==> src/rtl/srmw_pkg.sv <==
package srmw_pkg;

    localparam int DATA_W = 16;
    localparam int BYTE_W = 8;
    localparam int ADDR_W = 24;
    localparam int CNT_W  = 4;
    localparam int LEN_W  = 2;

    localparam int FLG_C = 0;
    localparam int FLG_Z = 1;
    localparam int FLG_N = 7;

    typedef enum logic [2:0] {
        FORM_ACC,
        FORM_ABS,
        FORM_ABSX,
        FORM_DP,
        FORM_DPX
    } form_e;

    typedef enum logic [2:0] {
        ST_IDLE,
        ST_RD_LO,
        ST_RD_HI,
        ST_CAP,
        ST_WR_LO,
        ST_WR_HI,
        ST_FIN
    } state_e;

    typedef struct packed {
        logic  ok;
        form_e form;
    } decode_t;

    function automatic decode_t decode_op(input logic [7:0] opc);
        decode_t d;
        d.ok   = 1'b1;
        d.form = FORM_ACC;
        case (opc)
            8'h4A:   d.form = FORM_ACC;
            8'h4E:   d.form = FORM_ABS;
            8'h5E:   d.form = FORM_ABSX;
            8'h46:   d.form = FORM_DP;
            8'h56:   d.form = FORM_DPX;
            default: d.ok   = 1'b0;
        endcase
        return d;
    endfunction

    function automatic logic is_dp(input form_e f);
        return (f == FORM_DP) || (f == FORM_DPX);
    endfunction

endpackage

==> src/rtl/srmw_addr_gen.sv <==
module srmw_addr_gen
    import srmw_pkg::*;
#(
    parameter int AW = ADDR_W,
    parameter int DW = DATA_W,
    parameter int BW = BYTE_W
) (
    input  form_e         form,
    input  logic [BW-1:0] lo,
    input  logic [BW-1:0] hi,
    input  logic [DW-1:0] x,
    input  logic [DW-1:0] dp,
    input  logic [BW-1:0] bank,
    output logic [AW-1:0] ea
);
    logic [DW-1:0] abs_off;
    logic [DW-1:0] absx_off;
    logic [AW-1:0] dp_sum;

    always_comb begin
        abs_off  = DW'({hi, lo});
        absx_off = abs_off + x;
        dp_sum   = AW'(dp) + AW'(lo) + ((form == FORM_DPX) ? AW'(x) : '0);
        case (form)
            FORM_ABS:           ea = AW'({bank, abs_off});
            FORM_ABSX:          ea = AW'({bank, absx_off});
            FORM_DP, FORM_DPX:  ea = dp_sum;
            default:            ea = '0;
        endcase
    end
endmodule

==> src/rtl/srmw_cost.sv <==
module srmw_cost
    import srmw_pkg::*;
#(
    parameter int CW = CNT_W,
    parameter int LW = LEN_W
) (
    input  form_e         form,
    input  logic          narrow,
    input  logic          dp_lo_nz,
    output logic [CW-1:0] cost,
    output logic [LW-1:0] len
);
    localparam logic [CW-1:0] WIDE_EXTRA = CW'(2);

    logic [CW-1:0] base;

    always_comb begin
        case (form)
            FORM_ABS:  begin base = CW'(6); len = LW'(3); end
            FORM_ABSX: begin base = CW'(7); len = LW'(3); end
            FORM_DP:   begin base = CW'(5); len = LW'(2); end
            FORM_DPX:  begin base = CW'(6); len = LW'(2); end
            default:   begin base = CW'(2); len = LW'(1); end
        endcase
        cost = base;
        if (form != FORM_ACC && !narrow)
            cost = cost + WIDE_EXTRA;
        if (is_dp(form) && dp_lo_nz)
            cost = cost + CW'(1);
    end
endmodule

==> src/rtl/srmw_shift.sv <==
module srmw_shift
    import srmw_pkg::*;
#(
    parameter int DW = DATA_W,
    parameter int BW = BYTE_W
) (
    input  logic [DW-1:0] src,
    input  logic          narrow,
    input  logic [7:0]    stat_i,
    output logic [DW-1:0] res,
    output logic [7:0]    stat_o
);
    logic [BW-1:0] lane_lo;
    logic [DW-1:0] full;

    always_comb begin
        lane_lo = src[BW-1:0] >> 1;
        full    = src >> 1;
        res     = narrow ? {src[DW-1:BW], lane_lo} : full;
        stat_o        = stat_i;
        stat_o[FLG_C] = src[0];
        stat_o[FLG_Z] = narrow ? (res[BW-1:0] == '0) : (res == '0);
        stat_o[FLG_N] = narrow ? res[BW-1] : res[DW-1];
    end
endmodule

==> src/rtl/srmw_unit.sv <==
module srmw_unit
    import srmw_pkg::*;
(
    input  logic              clk,
    input  logic              rst,
    input  logic              start,
    input  logic [7:0]        opcode,
    input  logic [BYTE_W-1:0] oper_lo,
    input  logic [BYTE_W-1:0] oper_hi,
    input  logic [DATA_W-1:0] idx_x,
    input  logic [DATA_W-1:0] dpage,
    input  logic [BYTE_W-1:0] dbank,
    input  logic [DATA_W-1:0] acc_in,
    input  logic [7:0]        stat_in,
    input  logic              narrow,
    output logic [ADDR_W-1:0] mem_addr,
    output logic              mem_rd,
    output logic              mem_wr,
    output logic [BYTE_W-1:0] mem_wdata,
    input  logic [BYTE_W-1:0] mem_rdata,
    output logic              busy,
    output logic              done,
    output logic [DATA_W-1:0] acc_out,
    output logic [7:0]        stat_out,
    output logic [CNT_W-1:0]  cyc_cost,
    output logic [LEN_W-1:0]  instr_len
);
    localparam int HI_LSB = BYTE_W;

    state_e              state_q, state_d;
    form_e               form_q;
    logic                byte_q;
    logic [ADDR_W-1:0]   addr_q;
    logic [DATA_W-1:0]   opnd_q;
    logic [DATA_W-1:0]   acc_q;
    logic [7:0]          stat_q;
    logic [DATA_W-1:0]   acc_out_q;
    logic [7:0]          stat_out_q;
    logic [CNT_W-1:0]    cost_q;
    logic [LEN_W-1:0]    len_q;

    decode_t             dec;
    logic                accept;
    logic [ADDR_W-1:0]   ea;
    logic [CNT_W-1:0]    cost_d;
    logic [LEN_W-1:0]    len_d;
    logic [DATA_W-1:0]   sh_src;
    logic                sh_narrow;
    logic [7:0]          sh_stat_i;
    logic [DATA_W-1:0]   sh_res;
    logic [7:0]          sh_stat_o;
    logic                last_wr;

    assign dec    = decode_op(opcode);
    assign accept = start && (state_q == ST_IDLE) && dec.ok;

    srmw_addr_gen #(.AW(ADDR_W), .DW(DATA_W), .BW(BYTE_W)) addr_i (
        .form (dec.form),
        .lo   (oper_lo),
        .hi   (oper_hi),
        .x    (idx_x),
        .dp   (dpage),
        .bank (dbank),
        .ea   (ea)
    );

    srmw_cost #(.CW(CNT_W), .LW(LEN_W)) cost_i (
        .form     (dec.form),
        .narrow   (narrow),
        .dp_lo_nz (dpage[BYTE_W-1:0] != '0),
        .cost     (cost_d),
        .len      (len_d)
    );

    // The accumulator form shifts straight from the inputs in idle;
    // memory forms shift the captured operand.
    always_comb begin
        if (state_q == ST_IDLE) begin
            sh_src    = acc_in;
            sh_narrow = narrow;
            sh_stat_i = stat_in;
        end else begin
            sh_src    = opnd_q;
            sh_narrow = byte_q;
            sh_stat_i = stat_q;
        end
    end

    srmw_shift #(.DW(DATA_W), .BW(BYTE_W)) shift_i (
        .src    (sh_src),
        .narrow (sh_narrow),
        .stat_i (sh_stat_i),
        .res    (sh_res),
        .stat_o (sh_stat_o)
    );

    always_comb begin
        state_d = state_q;
        case (state_q)
            ST_IDLE:  if (accept) state_d = (dec.form == FORM_ACC) ? ST_FIN : ST_RD_LO;
            ST_RD_LO: state_d = byte_q ? ST_CAP : ST_RD_HI;
            ST_RD_HI: state_d = ST_CAP;
            ST_CAP:   state_d = ST_WR_LO;
            ST_WR_LO: state_d = byte_q ? ST_FIN : ST_WR_HI;
            ST_WR_HI: state_d = ST_FIN;
            ST_FIN:   state_d = ST_IDLE;
            default:  state_d = ST_IDLE;
        endcase
    end

    assign last_wr = ((state_q == ST_WR_LO) && byte_q) || (state_q == ST_WR_HI);

    always_ff @(posedge clk) begin
        if (rst) begin
            state_q    <= ST_IDLE;
            form_q     <= FORM_ACC;
            byte_q     <= 1'b0;
            addr_q     <= '0;
            opnd_q     <= '0;
            acc_q      <= '0;
            stat_q     <= '0;
            acc_out_q  <= '0;
            stat_out_q <= '0;
            cost_q     <= '0;
            len_q      <= '0;
        end else begin
            state_q <= state_d;
            if (accept) begin
                form_q <= dec.form;
                byte_q <= narrow;
                addr_q <= ea;
                acc_q  <= acc_in;
                stat_q <= stat_in;
                opnd_q <= '0;
                cost_q <= cost_d;
                len_q  <= len_d;
                if (dec.form == FORM_ACC) begin
                    acc_out_q  <= sh_res;
                    stat_out_q <= sh_stat_o;
                end
            end
            if (state_q == ST_RD_HI)
                opnd_q[BYTE_W-1:0] <= mem_rdata;
            if (state_q == ST_CAP) begin
                if (byte_q) opnd_q[BYTE_W-1:0]      <= mem_rdata;
                else        opnd_q[DATA_W-1:HI_LSB] <= mem_rdata;
            end
            if (last_wr) begin
                acc_out_q  <= acc_q;
                stat_out_q <= sh_stat_o;
            end
        end
    end

    always_comb begin
        mem_rd    = (state_q == ST_RD_LO) || (state_q == ST_RD_HI);
        mem_wr    = (state_q == ST_WR_LO) || (state_q == ST_WR_HI);
        mem_addr  = ((state_q == ST_RD_HI) || (state_q == ST_WR_HI)) ? addr_q + ADDR_W'(1) : addr_q;
        mem_wdata = (state_q == ST_WR_HI) ? sh_res[DATA_W-1:HI_LSB] : sh_res[BYTE_W-1:0];
    end

    assign busy      = (state_q != ST_IDLE);
    assign done      = (state_q == ST_FIN);
    assign acc_out   = acc_out_q;
    assign stat_out  = stat_out_q;
    assign cyc_cost  = cost_q;
    assign instr_len = len_q;


    done_pulse_chk: assert property (@(posedge clk) disable iff (rst)
        done |=> !done);


    busy_hold_chk: assert property (@(posedge clk) disable iff (rst)
        busy |=> (!busy || $stable(addr_q)));


    neg_clear_chk: assert property (@(posedge clk) disable iff (rst)
        done |-> !stat_out[FLG_N]);


    byte_wr_msb_chk: assert property (@(posedge clk) disable iff (rst)
        (mem_wr && byte_q) |-> !mem_wdata[BYTE_W-1]);


    cost_range_chk: assert property (@(posedge clk) disable iff (rst)
        done |-> (cyc_cost >= CNT_W'(2) && cyc_cost <= CNT_W'(9)));


    stat_pass_chk: assert property (@(posedge clk) disable iff (rst)
        done |-> (stat_out[6:2] == stat_q[6:2]));

endmodule

==> config.mk <==
export PLATFORM = sky130hd
export DESIGN_NAME = srmw_unit
export DESIGN_NICKNAME = d
export VERILOG_FILES = /design/src/rtl/srmw_pkg.sv /design/src/rtl/srmw_addr_gen.sv /design/src/rtl/srmw_cost.sv /design/src/rtl/srmw_shift.sv /design/src/rtl/srmw_unit.sv
export SDC_FILE = /design/constraint.sdc
export NUM_CORES = 1
export LEC_CHECK = 0
export ABC_AREA = 1
export BUFFER_PORTS_ARGS = -buffer_cell sky130_fd_sc_hd__buf_4
export CAP_MARGIN = 25
export CELL_PAD_IN_SITES_DETAIL_PLACEMENT = 0
export CELL_PAD_IN_SITES_GLOBAL_PLACEMENT = 1
export CORE_MARGIN = 5
export CORE_UTILIZATION = 39
export CTS_BUF_LIST = sky130_fd_sc_hd__clkbuf_8
export DETAILED_ROUTE_END_ITERATION = 8
export HOLD_SLACK_MARGIN = 0.06
export PLACE_DENSITY_LB_ADDON = 0.1
export SYNTH_ARGS = -nofsm -noshare
export SYNTH_HDL_FRONTEND = slang
export SYNTH_HIERARCHICAL = 1
export SYNTH_SLANG_ARGS = --single-unit
==> constraint.sdc <==
create_clock -name clk -period 3.9 [get_ports clk]
set_input_delay 0 -clock clk [delete_from_list [all_inputs] [get_ports clk]]
set_output_delay 0 -clock clk [all_outputs]
set_load 0.005 [all_outputs]
After elaboration in Yosys (flattened, before gate mapping)
Cells that the tools add are included.
{"block": "classes", "n_addsub": 6, "n_reduce_logical": 25, "n_eq_ne": 16, "n_mux": 32}
{"operator": "16-bit two-way mux", "n": 8}
{"operator": "24-bit case mux with 3 select lines", "n": 1}
{"operator": "8-bit two-way mux", "n": 7}
{"operator": "8-bit by 7-bit == test with 1-bit output, second input constant", "n": 5}
{"operator": "24-bit by 1-bit adder with 24-bit output, second input constant", "n": 1}
{"operator": "24-bit adder", "n": 1}
{"operator": "24-bit two-way mux", "n": 1}
{"operator": "3-bit case mux with 6 select lines", "n": 1}
{"operator": "16-bit by 8-bit adder with 17-bit output", "n": 1}
{"operator": "16-bit adder", "n": 1}
{"operator": "16-bit zero test", "n": 1}
{"operator": "3-bit by 2-bit == test with 1-bit output, second input constant", "n": 4}
{"operator": "3-bit == test, second input constant", "n": 4}
{"operator": "3-bit case mux with 4 select lines", "n": 1}
{"operator": "3-bit case mux with 3 select lines", "n": 1}
{"operator": "8-bit zero test", "n": 1}
{"operator": "4-bit two-way mux", "n": 2}
{"operator": "8-bit nonzero test", "n": 1}
{"operator": "7-bit two-way mux", "n": 1}
{"operator": "3-bit by 1-bit == test with 1-bit output, second input constant", "n": 2}
{"operator": "3-bit zero test", "n": 2}
{"operator": "3-bit two-way mux", "n": 2}
{"operator": "3-bit nonzero test", "n": 2}
{"operator": "2-bit OR reduction", "n": 3}
{"operator": "12 further kinds", "n": 25}
{"block": "word_totals", "inputBits": 100, "output_inout_bits": 66, "reg_bits": 97}

Longest topological paths before layout
{"block": "logic_depth", "word_depth": 9, "ltp_mapped": 26, "depth_no_buf": 26}

Cells and area by module
The synthesis kept the hierarchy.
{"mod": "srmw_unit", "cells_per_inst": 840, "area_per_inst_um2": 5381.4, "n_inst": 1, "seq_area_each_um2": 1961.9}
{"mod": "srmw_addr_gen", "cells_per_inst": 503, "area_per_inst_um2": 2618.8, "n_inst": 1, "seq_area_each_um2": 0.0}
{"mod": "srmw_shift", "cells_per_inst": 66, "area_per_inst_um2": 312.8, "n_inst": 1, "seq_area_each_um2": 0.0}
{"mod": "srmw_cost", "cells_per_inst": 37, "area_per_inst_um2": 207.7, "n_inst": 1, "seq_area_each_um2": 0.0}

Least setup slack after synthesis
No wires, ideal clock.
{"block": "synth_path", "path_kind": "input-to-reg", "start": "input opcode[7]", "end": "register addr_q[7]", "path_stages": 19, "path_slack_ps": 519, "arrival_ps": 3249, "path_cell_list": "inv_1 -> nand4_1 -> nor3_1 -> nand2_2 -> nor2_2 -> inv_1 -> clkbuf_1 -> nor2_1 -> fa_1 -> ha_1 -> nand2_1 -> inv_1 -> nand2_1 -> nand3_1 -> or2_2 -> nand3_1 -> nand3_1 -> nor2_1 -> nor3_1"}
{"item": "start: declaration", "line": "srmw_unit.sv:7", "text": "input logic [7:0] opcode,"}
{"item": "end signal: assignment", "line": "srmw_unit.sv:118", "text": "addr_q <= '0;"}
{"item": "end signal: assignment", "line": "srmw_unit.sv:131", "text": "addr_q <= ea;"}
{"item": "end: declaration", "line": "srmw_unit.sv:33", "text": "logic [ADDR_W-1:0] addr_q;"}

==> run_results.csv <==
group,metric,value,unit
run_status,status,"complete, no violations",
finish,post-route-util,48.5,%
clock_tree,cts_htree_levels,3,
sta,finalSetupTns,0,ns
critical_path,r2r_end,"stat_out[1]$_SDFFE_PP0P_",
clock_tree,clockRootBuffer,"clkbuf_8",
critical_path,cp_max_fo,10,
critical_path,critPathCaptureType,"flip-flop",
clock_tree,clk_path_buf_depth,2,
synthesis,postSynthCellCount,1425,
critical_path,crit_type,"input port to flip-flop",
route,routedWlPerCell,14.4,um
critical_path,cpMostUsedCell,"nand2_1",
route,wl,26.9,mm
global_route,grt_util_met1,35.3,%
critical_path,rr_worst_depth,15,
route,drc_errors,0,
floorplan,die_width,157,um
min_path,min_delay_path_depth,5,
place,dp_hpwl,20.7,mm
global_route,grt_pass1_vias,8035,
sta,drv_slew,0,
clock_tree,clk_pin_slew,0.10,ns
floorplan,ios,166,
sta,fin_skew,0.0182,ns
finish,final_common_cell,"nand2_1",
floorplan,dieArea,24500,um^2
floorplan,std_cell_rows,53,
critical_path,required,4.21,ns
sta,setup_violations,0,
critical_path,crit_start,"opcode[2]",
finish,final_cell_mix,"nand2_1 (449), inv_1 (181), buf_4 (177), nor2_1 (169), a21oi_1 (116)",
finish,drive_gt1_share,15.2,%
global_route,grt_pass1_wl,42.5,mm
global_route,gr-total-overflow,0,
clock_tree,cts.sinks,95,
critical_path,cp.arrival,3.70,ns
critical_path,critPathSlowestCell,"dlygate4sd3_1",
global_route,grt_use_met2,29.6,%
power_and_ir_drop,ir_drop,279,uV
run,maxCapViolations,0,
min_path,hold_start,"oper_hi[5]",
place,port_buffers,162,
critical_path,reg2reg_setup_slack,1.13,ns
sta,slew_headroom,55.0,%
finish,fin_nets,1735,
route,vias_per_cell,4.80,
route,vias,8952,
sta,layout_min_cycle_time,3.39,ns
route,antenna_left,0,
critical_path,cp_cell_sequence,"dlygate4sd3_1 > buf_4 > nand2_1 > nor3_1 > nand2_2 > nor2_2 > inv_1 > buf_4 > nor2_1 > fa_1 > ha_1 > nand2_1 > nand2_1 > nand2_1 > nand2_1 > a21oi_1 > nand2_1 > nand2_1 > nand3_1 > nand3_1 > nor2_1 > nor3_1",
floorplan,die-height,157,um
floorplan,start_util,39.8,%
clock_tree,clock_insertion_delay_worst_skew,0.39,ns
clock_tree,cts_buffers,9,
route,first_pass_iters,5,
global_route,use_met3,3.26,%
sta,fmax,0.295,GHz
power_and_ir_drop,pwr_density_cell,317,nW/um^2
critical_path,r2r_start,"state_q[1]$_SDFFE_PP0P_",
critical_path,critPathMaxStageDelay,0.53,ns
route,drt_iter0_markers,529,
place,gp_congestion,0.910,
global_route,grt_antenna_before_repair,0,
finish,nFillCells,2338,
finish,area_growth,22.1,%
synthesis,synth_nets,1575,
sta,tightest_slew,0.675,ns
finish,antenna_cells,0,
synthesis,synth.avg_cell_area,5.88,um^2
synthesis,synth_area,8390,um^2
clock_tree,cts_tree,"done",
sta,fin_hold_ws,0.0875,ns
power_and_ir_drop,p_leak,5.44,nW
global_route,top_usage_layer,"met1",
global_route,grt_max_degree,61,
synthesis,yosysWarningCount,6,
floorplan,core,21100,um^2
sta,period_share,86.9,%
min_path,hp-class,"input port to flip-flop",
critical_path,startpoint_type,"input port",
min_path,holdPathEnd,"addr_q[13]$_SDFFE_PP0P_",
sta,rsz0062_at_grt,"false",
global_route,track_usage,21.5,%
sta,finalHoldViolations,0,
## sequential cells by signal (all words and copies together), names as in the netlist
name       flops
opnd_q        16
acc_q         16
cyc_cost       4
stat_q         5
addr_q        24
acc_out       16
state_q        3
byte_q         1
stat_out       8
instr_len      2
## per-stage QoR
step	power, mW	cell area (um^2)	worst slack [ns]	instances
after floorplan	2.12	8390	0.521	1425
after global routing	3.49	10200	0.145	1865
after global placement	2.53	9620	0.565	1807
after CTS	3.26	10200	0.578	1865
after detailed placement	2.55	9630	0.519	1808
final	3.25	10200	0.512	1865
## report_power, final
group	switching (mW)	internal [mW]	total, mW
combinational	0.969	0.529	1.50
sequential	0.0506	1.02	1.07
clock	0.408	0.268	0.676
total	1.43	1.82	3.25
## worst max-delay path, delay by kind of cell
| family | cells | cell delay [ns] |
|---|---|---|
| compound gates | 1 | 0.16 |
| fa+ha+maj | 2 | 0.81 |
| simple gates | 15 | 1.71 |
| buf+inv | 4 | 1.01 |
## how the worst max path moves through the flow
stage	endpoint	slack, ns	depth (start not counted)
5_1_grt	addr_q[16]$_SDFFE_PP0P_	0.14	23
6_report	addr_q[14]$_SDFFE_PP0P_	0.51	22
4_1_cts	addr_q[14]$_SDFFE_PP0P_	0.58	22
3_3_place_gp	addr_q[16]$_SDFFE_PP0P_	0.56	25
3_5_place_dp	addr_q[14]$_SDFFE_PP0P_	0.52	25
2_1_floorplan	addr_q[7]$_SDFFE_PP0P_	0.52	19
## metal layers
metal  part of all wire [%]  vias to the layer above
li1                       -                     4798
met1                     54                     3923
met2                     40                      221
met3                    5.8                       10
met4                   0.66                        0
met5                      0                        -
## layout make-up
| type | count | area, um^2 | area share (%) |
|---|---|---|---|
| Inverter | 189 | 709 | 6.93 |
| Sequential cell | 95 | 1900 | 18.6 |
| Clock buffer | 10 | 138 | 1.34 |
| Clock inverter | 6 | 60.1 | 0.587 |
| Multi-Input combinational cell | 1071 | 5320 | 52.0 |
| Timing Repair Buffer | 219 | 1760 | 17.2 |
| Tap cell | 275 | 344 | 3.36 |
## what timing repair did
| item | 4_1_cts | 5_1_grt |
|---|---|---|
| hold buffers | 41 | 0 |
| setup buffers | 0 | 0 |
| hold endpoints to repair | 56 | 0 |
| gates resized for setup | 0 | 0 |
No activity file was read; power rests on OpenSTA's default activity.
